===== config.mk =====
export PLATFORM = sky130hd
export DESIGN_NAME = chan_irq_agg
export DESIGN_NICKNAME = d
export VERILOG_FILES = /design/src/rtl/chan_irq_agg_pkg.sv /design/src/rtl/chan_irq_agg_group.sv /design/src/rtl/chan_irq_agg_decode.sv /design/src/rtl/chan_irq_agg.sv
export SDC_FILE = /design/constraint.sdc
export NUM_CORES = 1
export LEC_CHECK = 0
export BUFFER_PORTS_ARGS = -buffer_cell sky130_fd_sc_hd__buf_2
export CAP_MARGIN = 30
export CORE_MARGIN = 10
export CORE_UTILIZATION = 35
export DETAILED_ROUTE_END_ITERATION = 10
export GPL_TIMING_DRIVEN = 0
export HOLD_SLACK_MARGIN = 0.15
export PLACE_DENSITY = 0.62
export REMOVE_ABC_BUFFERS = 1
export SYNTH_ARGS = -nofsm -noshare
export SYNTH_HDL_FRONTEND = slang
export SYNTH_SLANG_ARGS = --single-unit

===== constraint.sdc =====
create_clock -name clk -period 1.45 [get_ports clk]
set_input_delay 0.145 -clock clk [delete_from_list [all_inputs] [get_ports clk]]
set_output_delay 0.145 -clock clk [all_outputs]
set_load 0.05 [all_outputs]

===== src/rtl/chan_irq_agg_pkg.sv =====
package chan_irq_agg_pkg;
   localparam int GRP_SPAN_LOG2 = 12;
   localparam int MAX_GROUPS    = 2;
   localparam logic [GRP_SPAN_LOG2-1:0] OFS_STATUS = 12'h004;
   localparam logic [GRP_SPAN_LOG2-1:0] OFS_MASK   = 12'h008;
   localparam logic [GRP_SPAN_LOG2-1:0] OFS_GEN    = 12'h100;
   localparam logic [GRP_SPAN_LOG2-1:0] OFS_CARD   = 12'h0F0;
   localparam int CARD_EN_BIT = 0;

   function automatic int group_count(input int ports, input int chans);
      return (ports >= chans) ? 2 : 1;
   endfunction
endpackage


===== src/rtl/chan_irq_agg_group.sv =====
module chan_irq_agg_group #(
   parameter int CHANS = 16
) (
   input  logic             clk,
   input  logic             rst_n,
   input  logic [CHANS-1:0] req_i,
   input  logic             mask_we_i,
   input  logic [CHANS-1:0] mask_wdata_i,
   input  logic             gen_we_i,
   input  logic             gen_wdata_i,
   output logic [CHANS-1:0] mask_o,
   output logic             gen_o,
   output logic             pend_o
);
   logic [CHANS-1:0] mask_q;
   logic             gen_q;

   always_ff @(posedge clk) begin
      if (!rst_n) begin
         mask_q <= '1;
         gen_q  <= 1'b0;
      end else begin
         if (mask_we_i) mask_q <= mask_wdata_i;
         if (gen_we_i)  gen_q  <= gen_wdata_i;
      end
   end

   assign mask_o = mask_q;
   assign gen_o  = gen_q;
   assign pend_o = gen_q & (|(req_i & ~mask_q));
endmodule


===== src/rtl/chan_irq_agg_decode.sv =====
module chan_irq_agg_decode
   import chan_irq_agg_pkg::*;
#(
   parameter int ADDR_W     = 13,
   parameter int NUM_GROUPS = 2
) (
   input  logic [ADDR_W-1:0] addr_i,
   output logic              grp_o,
   output logic              hit_status_o,
   output logic              hit_mask_o,
   output logic              hit_gen_o,
   output logic              hit_card_o
);
   logic                     upper_zero;
   logic                     grp_ok;
   logic [GRP_SPAN_LOG2-1:0] ofs;

   generate
      if (ADDR_W > GRP_SPAN_LOG2 + 1) begin : g_upper
         assign upper_zero = ~|addr_i[ADDR_W-1:GRP_SPAN_LOG2+1];
      end else begin : g_no_upper
         assign upper_zero = 1'b1;
      end
   endgenerate

   assign ofs    = addr_i[GRP_SPAN_LOG2-1:0];
   assign grp_o  = addr_i[GRP_SPAN_LOG2];
   assign grp_ok = upper_zero & ((NUM_GROUPS > 1) | ~grp_o);

   assign hit_status_o = grp_ok & (ofs == OFS_STATUS);
   assign hit_mask_o   = grp_ok & (ofs == OFS_MASK);
   assign hit_gen_o    = grp_ok & (ofs == OFS_GEN);
   assign hit_card_o   = upper_zero & ~grp_o & (ofs == OFS_CARD);
endmodule


===== src/rtl/chan_irq_agg.sv =====
module chan_irq_agg
   import chan_irq_agg_pkg::*;
#(
   parameter int CHANS     = 16,
   parameter int NUM_PORTS = 32,
   parameter int ADDR_W    = 13,
   parameter int DATA_W    = 32,
   parameter int GEN_BIT   = 20
) (
   input  logic                        clk,
   input  logic                        rst_n,
   input  logic [MAX_GROUPS*CHANS-1:0] chan_req_i,
   input  logic [ADDR_W-1:0]           reg_addr_i,
   input  logic                        reg_we_i,
   input  logic [DATA_W-1:0]           reg_wdata_i,
   output logic [DATA_W-1:0]           reg_rdata_o,
   output logic                        irq_o
);
   localparam int NUM_GROUPS = group_count(NUM_PORTS, CHANS);

   generate
      if (CHANS > DATA_W || GEN_BIT >= DATA_W) begin : g_bad_width
         $error("chan_irq_agg: CHANS and GEN_BIT must fit in DATA_W");
      end
      if (NUM_PORTS > MAX_GROUPS * CHANS || NUM_PORTS < 1) begin : g_bad_ports
         $error("chan_irq_agg: NUM_PORTS out of range");
      end
      if (ADDR_W < GRP_SPAN_LOG2 + 1) begin : g_bad_addr
         $error("chan_irq_agg: ADDR_W too small for two groups");
      end
   endgenerate

   logic                        grp_sel, hit_status, hit_mask, hit_gen, hit_card;
   logic [CHANS-1:0]            req_g  [MAX_GROUPS];
   logic [CHANS-1:0]            mask_g [MAX_GROUPS];
   logic [MAX_GROUPS*CHANS-1:0] grp_mask;
   logic [MAX_GROUPS-1:0]       grp_en;
   logic [MAX_GROUPS-1:0]       grp_pend;
   logic                        card_en_q;
   logic                        irq_q;
   logic                        unused_wdata;

   assign unused_wdata = ^reg_wdata_i;

   chan_irq_agg_decode #(.ADDR_W(ADDR_W), .NUM_GROUPS(NUM_GROUPS)) u_dec (
      .addr_i      (reg_addr_i),
      .grp_o       (grp_sel),
      .hit_status_o(hit_status),
      .hit_mask_o  (hit_mask),
      .hit_gen_o   (hit_gen),
      .hit_card_o  (hit_card)
   );

   generate
      for (genvar g = 0; g < MAX_GROUPS; g++) begin : g_grp
         assign req_g[g] = chan_req_i[g*CHANS +: CHANS];
         assign grp_mask[g*CHANS +: CHANS] = mask_g[g];
         if (g < NUM_GROUPS) begin : g_live
            chan_irq_agg_group #(.CHANS(CHANS)) u_grp (
               .clk         (clk),
               .rst_n       (rst_n),
               .req_i       (req_g[g]),
               .mask_we_i   (reg_we_i & hit_mask & (grp_sel == g[0])),
               .mask_wdata_i(reg_wdata_i[CHANS-1:0]),
               .gen_we_i    (reg_we_i & hit_gen & (grp_sel == g[0])),
               .gen_wdata_i (reg_wdata_i[GEN_BIT]),
               .mask_o      (mask_g[g]),
               .gen_o       (grp_en[g]),
               .pend_o      (grp_pend[g])
            );
         end else begin : g_absent
            assign mask_g[g]   = '1;
            assign grp_en[g]   = 1'b0;
            assign grp_pend[g] = 1'b0;
         end
      end
   endgenerate

   always_ff @(posedge clk) begin
      if (!rst_n) begin
         card_en_q <= 1'b0;
         irq_q     <= 1'b0;
      end else begin
         if (reg_we_i && hit_card) card_en_q <= reg_wdata_i[CARD_EN_BIT];
         irq_q <= card_en_q & (|grp_pend);
      end
   end

   always_comb begin
      reg_rdata_o = '0;
      if (hit_status)    reg_rdata_o[CHANS-1:0]   = req_g[grp_sel];
      else if (hit_mask) reg_rdata_o[CHANS-1:0]   = mask_g[grp_sel];
      else if (hit_gen)  reg_rdata_o[GEN_BIT]     = grp_en[grp_sel];
      else if (hit_card) reg_rdata_o[CARD_EN_BIT] = card_en_q;
   end

   assign irq_o = irq_q;
endmodule


After elaboration in Yosys (flattened, before gate mapping)
Cells that the tools add are included.
{"block": "word_totals", "regBits": 36, "inputBits": 80, "output_inout_bits": 33, "elab_cells": 48}
{"block": "classes", "magnitude_cmp": 2, "n_eq_ne": 4, "n_mux": 16, "bitwise_logic": 16, "n_reduce_logical": 4}
{"operator": "$mux W16", "count": 7}
{"operator": "$and A16 B16 Y16", "count": 2}
{"operator": "$not A16 Y16", "count": 2}
{"operator": "$reduce_or A16 Y1", "count": 2}
{"operator": "$mux W15", "count": 1}
{"operator": "$eq A12 B3 Y1 const B", "count": 1}
{"operator": "$eq A12 B4 Y1 const B", "count": 1}
{"operator": "$eq A12 B8 Y1 const B", "count": 1}
{"operator": "$eq A12 B9 Y1 const B", "count": 1}
{"operator": "$and A1 B1 Y1", "count": 10}
{"operator": "$mux W1", "count": 8}
{"operator": "$ge A2 B2 Y1 const B", "count": 1}
{"operator": "$lt A1 B2 Y1 const B", "count": 1}
{"operator": "$not A1 Y2", "count": 1}
{"operator": "$reduce_or A2 Y1", "count": 1}
{"operator": "$logic_and A1 B1 Y1", "count": 1}
{"operator": "$not A1 Y1", "count": 1}

Depth between registers and ports, before layout
Gate-level depths: netlist of the first run.
{"block": "depth", "ltp_word": 6, "depth_mapped": 7, "mapped_depth_nobuf": 4}

By module
From an unflattened synthesis of the first run, not the netlist that was laid out.
{"block": "unflattened", "hier_cells": 277, "hier_area_um2": 2404.8}
{"mod": "chan_irq_agg_group", "n_inst": 2, "cells_each": 80, "area_each_um2": 726.9, "seq_area_each_um2": 340.3}
{"mod": "chan_irq_agg", "n_inst": 1, "cells_each": 105, "area_each_um2": 849.6, "seq_area_each_um2": 40.0}
{"mod": "chan_irq_agg_decode", "n_inst": 1, "cells_each": 12, "area_each_um2": 101.3, "seq_area_each_um2": 0.0}

Worst setup path after synthesis of the first run
Ideal clock, no wire load.
{"block": "synth_path", "kind": "input-to-output", "startpoint": "input reg_addr_i[9]", "endpoint": "output reg_rdata_o[0]", "t_arrival_ns": 1.882, "required_ns": 1.305, "setup_slack_ns": -0.577, "cell_stages": 4, "path_buffers": 1, "cell_sequence": "nor4_4 nand4_2 buf_4 a31oi_1"}
{"block": "synth_between", "elab_chain_cells": 6, "word_cells_on_any_way": 9, "cone_classes": "eq/ne (4); mux (4); bitwise (1)"}
{"element": "start: declaration", "line_no": "chan_irq_agg.sv:13", "rtl": "input logic [ADDR_W-1:0] reg_addr_i,"}
{"element": "$eq A12 B8 Y1", "line_no": "chan_irq_agg_decode.sv:33", "rtl": "assign hit_card_o = upper_zero & ~grp_o & (ofs == OFS_CARD);"}
{"element": "$and A1 B1 Y1", "line_no": "chan_irq_agg_decode.sv:33"}
{"element": "$mux W1", "line_no": "chan_irq_agg.sv:94", "rtl": "else if (hit_card) reg_rdata_o[CARD_EN_BIT] = card_en_q;"}
{"element": "$mux W1", "line_no": "chan_irq_agg.sv:93", "rtl": "else if (hit_gen) reg_rdata_o[GEN_BIT] = grp_en[grp_sel];"}
{"element": "$mux W1", "line_no": "chan_irq_agg.sv:92", "rtl": "else if (hit_mask) reg_rdata_o[CHANS-1:0] = mask_g[grp_sel];"}
{"element": "$mux W16 *", "line_no": "chan_irq_agg.sv:91", "rtl": "if (hit_status) reg_rdata_o[CHANS-1:0] = req_g[grp_sel];"}
{"element": "end: declaration", "line_no": "chan_irq_agg.sv:16", "rtl": "output logic [DATA_W-1:0] reg_rdata_o,"}
Every way passes the cells marked *; elsewhere a longest branch is shown, timed or not.

Final worst setup path of the first run
{"block": "layout_path", "startpoint": "input reg_addr_i[8]", "endpoint": "output reg_rdata_o[0]"}
Same word-level chain as after synthesis.

==> impl_metrics.tcl, run 1 <==
set metrics [dict create \
    hp-class "primary input to flop" \
    synth.top_cell.area_share 0.313 \
    power_leakage_nw 1.65 \
    synth_area_leaders "dfxtp_1 31%, mux2i_1 14%, nand2_1 11%" \
    setup_slack_ps -170 \
    place_hpwl_um 5300 \
    total_power_mw 2.12 \
    instances_no_fill 472 \
    core-area_um2 6350 \
    synthCells 290 \
    synthTopCellsByCount "67 x nand2_1, 37 x nand3_1, 36 x dfxtp_1" \
    place_inst 432 \
    first_pass_iters 4 \
    grt_pass1_wl_um 12400 \
    slowest_stage "nor4_4" \
    cts.path.max_buffers 2 \
    yosysMostFrequentCell "nand2_1" \
    min_to "g_grp[0].g_live.u_grp.gen_o" \
    rr_startpoint "g_grp[1].g_live.u_grp.mask_o[11]" \
    fin_nets 474 \
    track_usage 0.151 \
    clock_latency_ps 290 \
    cts_made_buffers 5 \
    rows 29 \
    synth_warnings 0 \
    tightestPinTransition_ps 704 \
    start_kind "primary input" \
    maxCapViolCount 0 \
    cp_top_family "simple AND/OR/NAND/NOR gates" \
    netlist_area_um2 2300 \
    clk_pin_slew_ps 70 \
    slowest_delay_ps 410 \
    numPortBuffers 82 \
    setup_viol 25 \
    rsz0062_at_grt "true" \
    first_iter_violations 109 \
    hold_depth 4 \
    place_ws_ps -931 \
    criticalPathCategory "primary input to output pin" \
    synth_top_area_cell "dfxtp_1" \
    status "finished with violations" \
    rr_endpoint "irq_o" \
    layout-drive-gt1-share 0.322 \
    syn_area_per_cell_um2 7.93 \
    fin_crit_sh 1.12 \
    multi_input_area_um2 1540 \
    finalWirelength_um 8160 \
    hold_viol_final 0 \
    vdd_drop_max_mv 0.477 \
    drc 0 \
    arrival_ps 1470 \
    wl_per_cell_um 17.3 \
    reg2reg_slack_ps 170 \
    antenna_found_initial 0 \
    ios 113 \
    maxSlewHeadroom 0.530 \
    fillers 604 \
    path_buf_inv 3 \
    slew_violations 0 \
    grt_start_max_net_pins 39 \
    vias 2425 \
    synth-edff-count 0 \
    synth_cell_types 30 \
    die_h_um 101 \
    diodes 0 \
    synth.yosys.seq_area_share 0.313 \
    cts-root-buf "clkbuf_8" \
    cts_tree "yes" \
    start_util 0.362 \
    routabilityCongestion 0.760 \
    min_period_ps 1620 \
    violations "negative setup slack" \
    gr-total-overflow 0 \
    area_growth_pct 44.9 \
    vias_per_cell 5.14 \
    ys.flop_type "dfxtp_1" \
    cellPowerDensity_nw_per_um2 636 \
    cts.sinks 36 \
    required_ps 1310 \
    end_kind "output pin" \
    hp-start "reg_addr_i[3]" \
    ff2ff_path_depth 4 \
    ys_ff_latch 36 \
    finalSetupTns_ps -2290 \
    place_area_um2 2660 \
    path_max_fanout 17 \
    clock_skew_ps 2.66 \
    seq_area_um2 721 \
    antenna_left 0 \
    final_area_um2 3330 \
    async_flop_share 0 \
    path_cells "buf_8 -> nor4_4 -> nand4_4 -> buf_12 -> a211oi_1 -> a31oi_1 -> buf_4" \
    grt_pass1_vias 2498 \
    h-tree-depth 2 \
    timing.fmax_ghz 0.617 \
    dieArea_um2 10200 \
    die_w_um 101 \
]
## layout make-up
| type | count | area share |
|---|---|---|
| tap | 77 | 0.0289 |
| inverter | 9 | 0.0101 |
| multi-input combinational | 230 | 0.462 |
| clock inverter | 2 | 0.00300 |
| timing repair buffer | 112 | 0.255 |
| sequential | 36 | 0.216 |
| clock buffer | 6 | 0.0248 |
## sequential cells by signal (all words and copies together) (netlist names)
register	cells
g_grp.g_live.u_grp.gen_o	2
card_en_q	1
irq_o	1
g_grp.g_live.u_grp.mask_o	32
## power by group
group          total [mW]  internal (mW)  switching (mW)
registers           0.988          0.988       0.0000680
clock network       0.736          0.379           0.357
logic               0.396          0.158           0.238
total                2.12           1.53           0.595
## kinds of logic after synthesis
logic type,count (synthesis),share of synthesized area
simple gates,151,0.347
buf+inv,40,0.103
flops,36,0.313
mux,34,0.149
compound gates,28,0.0860
other cells,1,0.00163
## worst max path at each step
stage / start / endpoint / slack [ps] / depth (start not counted)
2_1_floorplan: reg_addr_i[9] / reg_rdata_o[14] / -610 / 3
3_3_place_gp: reg_addr_i[9] / reg_rdata_o[12] / -930 / 5
3_5_place_dp: reg_addr_i[9] / reg_rdata_o[12] / -930 / 5
4_1_cts: reg_addr_i[10] / reg_rdata_o[9] / -130 / 7
5_1_grt: reg_addr_i[8] / reg_rdata_o[0] / -200 / 7
6_report: reg_addr_i[8] / reg_rdata_o[0] / -170 / 7
## cell usage in the layout, fill, tap and decap left out, drive strengths merged
cell / Yosys / final
a211oi: 1 / 1
a31oi: 2 / 2
and2: 1 / 1
and3: 2 / 2
and4: 3 / 3
buf: 27 / 95
clkbuf: 4 / 6
clkinv: 0 / 2
conb: 1 / 15
dfxtp: 36 / 36
dlygate4sd3: 0 / 17
inv: 9 / 9
mux2: 2 / 2
mux2i: 32 / 32
nand2: 67 / 67
nand2b: 24 / 24
nand3: 37 / 38
nand4: 5 / 6
nand4b: 1 / 1
nor2b: 2 / 2
nor3: 2 / 2
nor3b: 1 / 1
nor4: 5 / 5
nor4b: 1 / 1
o2111ai: 8 / 8
o21a: 1 / 1
o22ai: 16 / 16
## metrics by stage
step,hold WS [ps],util
2_1_floorplan,217,-
3_3_place_gp,369,0.418
3_5_place_dp,372,0.418
4_1_cts,241,0.512
5_1_grt,271,0.525
6_report,257,0.525
## metal layers
| metal | global-route usage | up-vias | wire length, um |
|---|---|---|---|
| li1 | - | 1203 | - |
| met2 | 0.251 | 95 | 3920 |
| met1 | 0.175 | 1117 | 3410 |
| met5 | 0 | - | 0 |
| met4 | 0.0450 | 0 | 92 |
| met3 | 0.0556 | 10 | 736 |
## worst reg2reg max path, stage by stage, from the launching register on
cell and delay [ps]:
dfxtp_1 350, nand2b_1 150, o2111ai_1 130, nor4_1 380, o22ai_1 130
## repair_timing
| action | 4_1_cts | 5_1_grt |
|---|---|---|
| endpoints found under the setup margin | 49 | 37 |
| hold endpoints to repair | 34 | 0 |
| gates cloned | 1 | 1 |
| hold buffers | 17 | 0 |
| resized for setup | 56 | 8 |
| buffers inserted | 10 | 3 |
| pin swaps | 7 | 5 |
Power figures use the tool's default switching activity.
==> run 2: changes to the inputs <==
- PLACE_DENSITY: 0.62 -> 0.68
- SETUP_SLACK_MARGIN: unset -> 0.2
- TNS_END_PERCENT: unset -> 20
==> impl_metrics.tcl, run 2 (same netlist as run 1, synthesis figures left out) <==
set metrics [dict create \
    start_kind "primary input" \
    rows 29 \
    timing.fmax_ghz 0.608 \
    grt_pass1_wl_um 12900 \
    setup_slack_ps -194 \
    vdd_drop_max_mv 0.465 \
    instances_no_fill 474 \
    power_leakage_nw 1.72 \
    first_pass_iters 4 \
    cts_tree "yes" \
    start_util 0.362 \
    largest_register_ffs 32 \
    fin_nets 476 \
    first_iter_violations 120 \
    wl_per_cell_um 18.3 \
    dieArea_um2 10200 \
    vias 2487 \
    arrival_ps 1500 \
    clk_pin_slew_ps 80 \
    track_usage 0.157 \
    min_period_ps 1640 \
    maxSlewHeadroom 0.514 \
    grt_pass1_vias 2651 \
    slew_violations 0 \
    hold_viol_final 0 \
    antenna_found_initial 0 \
    tightestPinTransition_ps 728 \
    ios 113 \
    path_max_fanout 8 \
    numPortBuffers 82 \
    rsz0062_at_grt "true" \
    finalWirelength_um 8680 \
    place_area_um2 2660 \
    final_common_cell "nand2_1" \
    status "finished with violations" \
    final_area_um2 3540 \
    cts.path.max_buffers 2 \
    required_ps 1310 \
    fin_crit_sh 1.13 \
    routabilityCongestion 0.797 \
    h-tree-depth 2 \
    die_h_um 101 \
    final_cell_mix "67 x nand2_1, 60 x buf_2, 36 x nand3_1" \
    end_kind "output pin" \
    cts_made_buffers 5 \
    clock_skew_ps 11.0 \
    maxCapViolCount 0 \
    clock_latency_ps 290 \
    drc 0 \
    layout-drive-gt1-share 0.363 \
    antenna_left 0 \
    criticalPathCategory "primary input to output pin" \
    area_growth_pct 53.8 \
    violations "negative setup slack" \
    cts.sinks 36 \
    grt_start_max_net_pins 39 \
    core-area_um2 6350 \
    cts-root-buf "clkbuf_8" \
    vias_per_cell 5.25 \
    fillers 573 \
    die_w_um 101 \
    hp-class "primary input to flop" \
    place_hpwl_um 5320 \
    gr-total-overflow 0 \
    place_inst 432 \
    diodes 0 \
    post-route-util 0.557 \
    cellPowerDensity_nw_per_um2 648 \
    setup_viol 16 \
]
## run 2: per-layer routing
metal  GRT usage  routed length, um  part of all wire
met1       0.172               3460              0.40
met2       0.286               4520              0.52
met3      0.0370                585             0.067
met4      0.0525                113             0.013
met5           0                  0                 0
## run 2: what timing repair did
action | 4_1_cts | 5_1_grt
setup buffers | 9 | 5
endpoints found under the hold margin | 34 | 0
pin swaps | 7 | 21
hold buffers | 17 | 0
endpoints found under the setup margin | 53 | 50
gates resized for setup | 58 | 30
gates cloned | 1 | 2
## run 2: final timing paths
path                              startpoint                         endpoint  slack [ps]  depth (start not counted)
max                            reg_addr_i[5]                  reg_rdata_o[13]        -190                          7
min                            reg_addr_i[3]      g_grp[1].g_live.u_grp.gen_o         240                          4
max reg2reg  g_grp[1].g_live.u_grp.mask_o[7]                            irq_o         230                          4
min reg2reg  g_grp[0].g_live.u_grp.mask_o[7]  g_grp[0].g_live.u_grp.mask_o[7]         480                          2
## run 2: cell type report
cell class | instances | area [um2] | area share
multi-input combinational | 229 | 1660 | 0.469
timing repair buffer | 115 | 913 | 0.258
sequential | 36 | 723 | 0.204
tap | 77 | 96.3 | 0.0272
clock buffer | 5 | 68.8 | 0.0195
clock inverter | 3 | 42.5 | 0.0120
inverter | 9 | 33.8 | 0.00955
## run 2: critical path: stages
cell and delay (ps):
buf_6 100, nor4_4 280, buf_4 170, nand4_4 170, clkbuf_16 240, o22ai_2 190, buf_6 190
## run 2: stage by stage
stage	hold slack, ps	setup WS (ps)	TNS (ps)	power [mW]
2_1_floorplan	217	-610	-9660	1.16
3_3_place_gp	369	-949	-36630	1.31
3_5_place_dp	377	-960	-37290	1.32
4_1_cts	226	-126	-1660	2.28
5_1_grt	269	-241	-3940	2.37
6_report	242	-194	-2570	2.29
## run 2: power by group
group,switching [mW],internal [mW]
registers,0.0000733,0.988
clock network,0.387,0.509
logic,0.249,0.159
total,0.636,1.66
==> run 3: changes to the inputs <==
- SKIP_LAST_GASP: unset -> 1
- clock period: 1.45 -> 2 ns (I/O delays scaled with it)
==> impl_metrics.tcl, run 3 (same netlist as run 1, synthesis figures left out) <==
set metrics [dict create \
    fillers 656 \
    drc 0 \
    maxCapViolCount 0 \
    core-area_um2 6350 \
    grt_start_max_net_pins 39 \
    final_common_cell "buf_2" \
    layout-drive-gt1-share 0.276 \
    ios 113 \
    setup_viol 0 \
    cp_top_family "simple AND/OR/NAND/NOR gates" \
    rows 29 \
    end_kind "output pin" \
    required_ps 1800 \
    grt_pass1_wl_um 11600 \
    grt_pass1_vias 2485 \
    slowest_stage "nor4_4" \
    rr_startpoint "g_grp[1].g_live.u_grp.mask_o[2]" \
    area_growth_pct 31.4 \
    cellPowerDensity_nw_per_um2 536 \
    start_util 0.362 \
    gr-total-overflow 0 \
    start_kind "primary input" \
    track_usage 0.139 \
    arrival_ps 1590 \
    cts_tree "yes" \
    path_buf_inv 3 \
    netSwitchingPower_mw 0.435 \
    min_to "g_grp[1].g_live.u_grp.mask_o[0]" \
    tightestPinTransition_ps 702 \
    p_seq_frac 0.443 \
    path_cells "buf_2 -> nor4_4 -> buf_4 -> nand3_4 -> o22ai_1 -> buf_4" \
    dieArea_um2 10200 \
    ff2ff_path_depth 4 \
    antenna_found_initial 0 \
    slowest_delay_ps 370 \
    hold_slack_ps 163 \
    maxSlewHeadroom 0.532 \
    diodes 0 \
    finalSetupTns_ps 0 \
    reg2reg_slack_ps 680 \
    min_period_ps 1790 \
    intPower_mw 1.18 \
    criticalPathCategory "primary input to output pin" \
    seq_area_um2 721 \
    p_sw_frac 0.269 \
    cts_made_buffers 5 \
    die_w_um 101 \
    hp-class "primary input to flop" \
    comb_power_share 0.159 \
    rr_endpoint "irq_o" \
    clock_latency_ps 290 \
    cts-root-buf "clkbuf_8" \
    routabilityCongestion 0.797 \
    cts.path.max_buffers 2 \
    path_max_fanout 15 \
    power_leakage_nw 1.54 \
    hp-start "reg_wdata_i[0]" \
    fin_crit_sh 0.897 \
    rsz0062_at_grt "true" \
    numPortBuffers 82 \
    timing.fmax_ghz 0.558 \
    slew_violations 0 \
    status "complete, no violations" \
    die_h_um 101 \
    hold_depth 3 \
    final_cell_mix "77 x buf_2, 67 x nand2_1, 36 x nand3_1, 36 x dfxtp_1, 32 x mux2i_1" \
    place_hpwl_um 5320 \
    clk_pin_slew_ps 70 \
    cts.sinks 36 \
    hold_viol_final 0 \
    clockPowerShare 0.398 \
    clock_skew_ps 11.7 \
    vias 2318 \
    critPathMostFrequentCell "buf_4" \
    first_iter_violations 104 \
    first_pass_iters 6 \
    h-tree-depth 2 \
    vias_per_cell 5.03 \
    largest_register_ffs 32 \
    fin_nets 463 \
    finalWirelength_um 7350 \
    antenna_left 0 \
    vdd_drop_max_mv 0.335 \
    wl_per_cell_um 15.9 \
    multi_input_area_um2 1430 \
]
-- run 3: metrics by stage --
step	instance area (um2)	instances	total power, mW	setup WS (ps)	utilization
after detailed placement	2660	432	0.956	-520	0.418
final	3020	461	1.62	207	0.476
after floorplan	2150	273	0.838	-170	-
after CTS	3010	461	1.63	169	0.474
after global placement	2660	432	0.953	-509	0.418
after global routing	3020	461	1.68	147	0.476
-- run 3: tightest hold or removal path: cells and delay by family --
family	cells	cell delay [ps]
buf+inv	1	100
simple gates	2	120
-- run 3: power groups by stage --
stage	clock network [mW]	registers, mW	logic (mW)
5_1_grt	0.688	0.716	0.276
6_report	0.645	0.716	0.257
3_5_place_dp	0	0.733	0.223
4_1_cts	0.660	0.716	0.254
2_1_floorplan	0	0.733	0.105
3_3_place_gp	0	0.733	0.219
-- run 3: final cells by class --
cell class,instances,share of cell area
Multi-Input combinational cell,228,0.473
Timing Repair Buffer,103,0.209
Inverter,9,0.0112
Tap cell,77,0.0319
Clock buffer,5,0.0228
Clock inverter,3,0.0141
Sequential cell,36,0.239
-- run 3: worst max path at each step --
stage,end,start,depth (start not counted)
floorplan,reg_rdata_o[14],reg_addr_i[9],3
detailed placement,reg_rdata_o[8],reg_addr_i[1],5
CTS,reg_rdata_o[0],reg_addr_i[1],6
global placement,reg_rdata_o[5],reg_addr_i[1],5
finish,reg_rdata_o[5],reg_addr_i[7],6
global route,reg_rdata_o[5],reg_addr_i[10],6
-- run 3: metal layers --
layer,track usage,share of wire,wire (um)
met5,0,0,0
met4,0.0450,0.0097,71
met3,0.0357,0.054,399
met2,0.250,0.50,3710
met1,0.154,0.43,3170
-- run 3: what timing repair did --
item | 4_1_cts | 5_1_grt
setup buffers | 6 | 0
resized for setup | 7 | 4
endpoints found under the hold margin | 29 | 0
setup endpoints to repair | 49 | 17
pin swaps | 4 | 1
hold buffers | 15 | 0
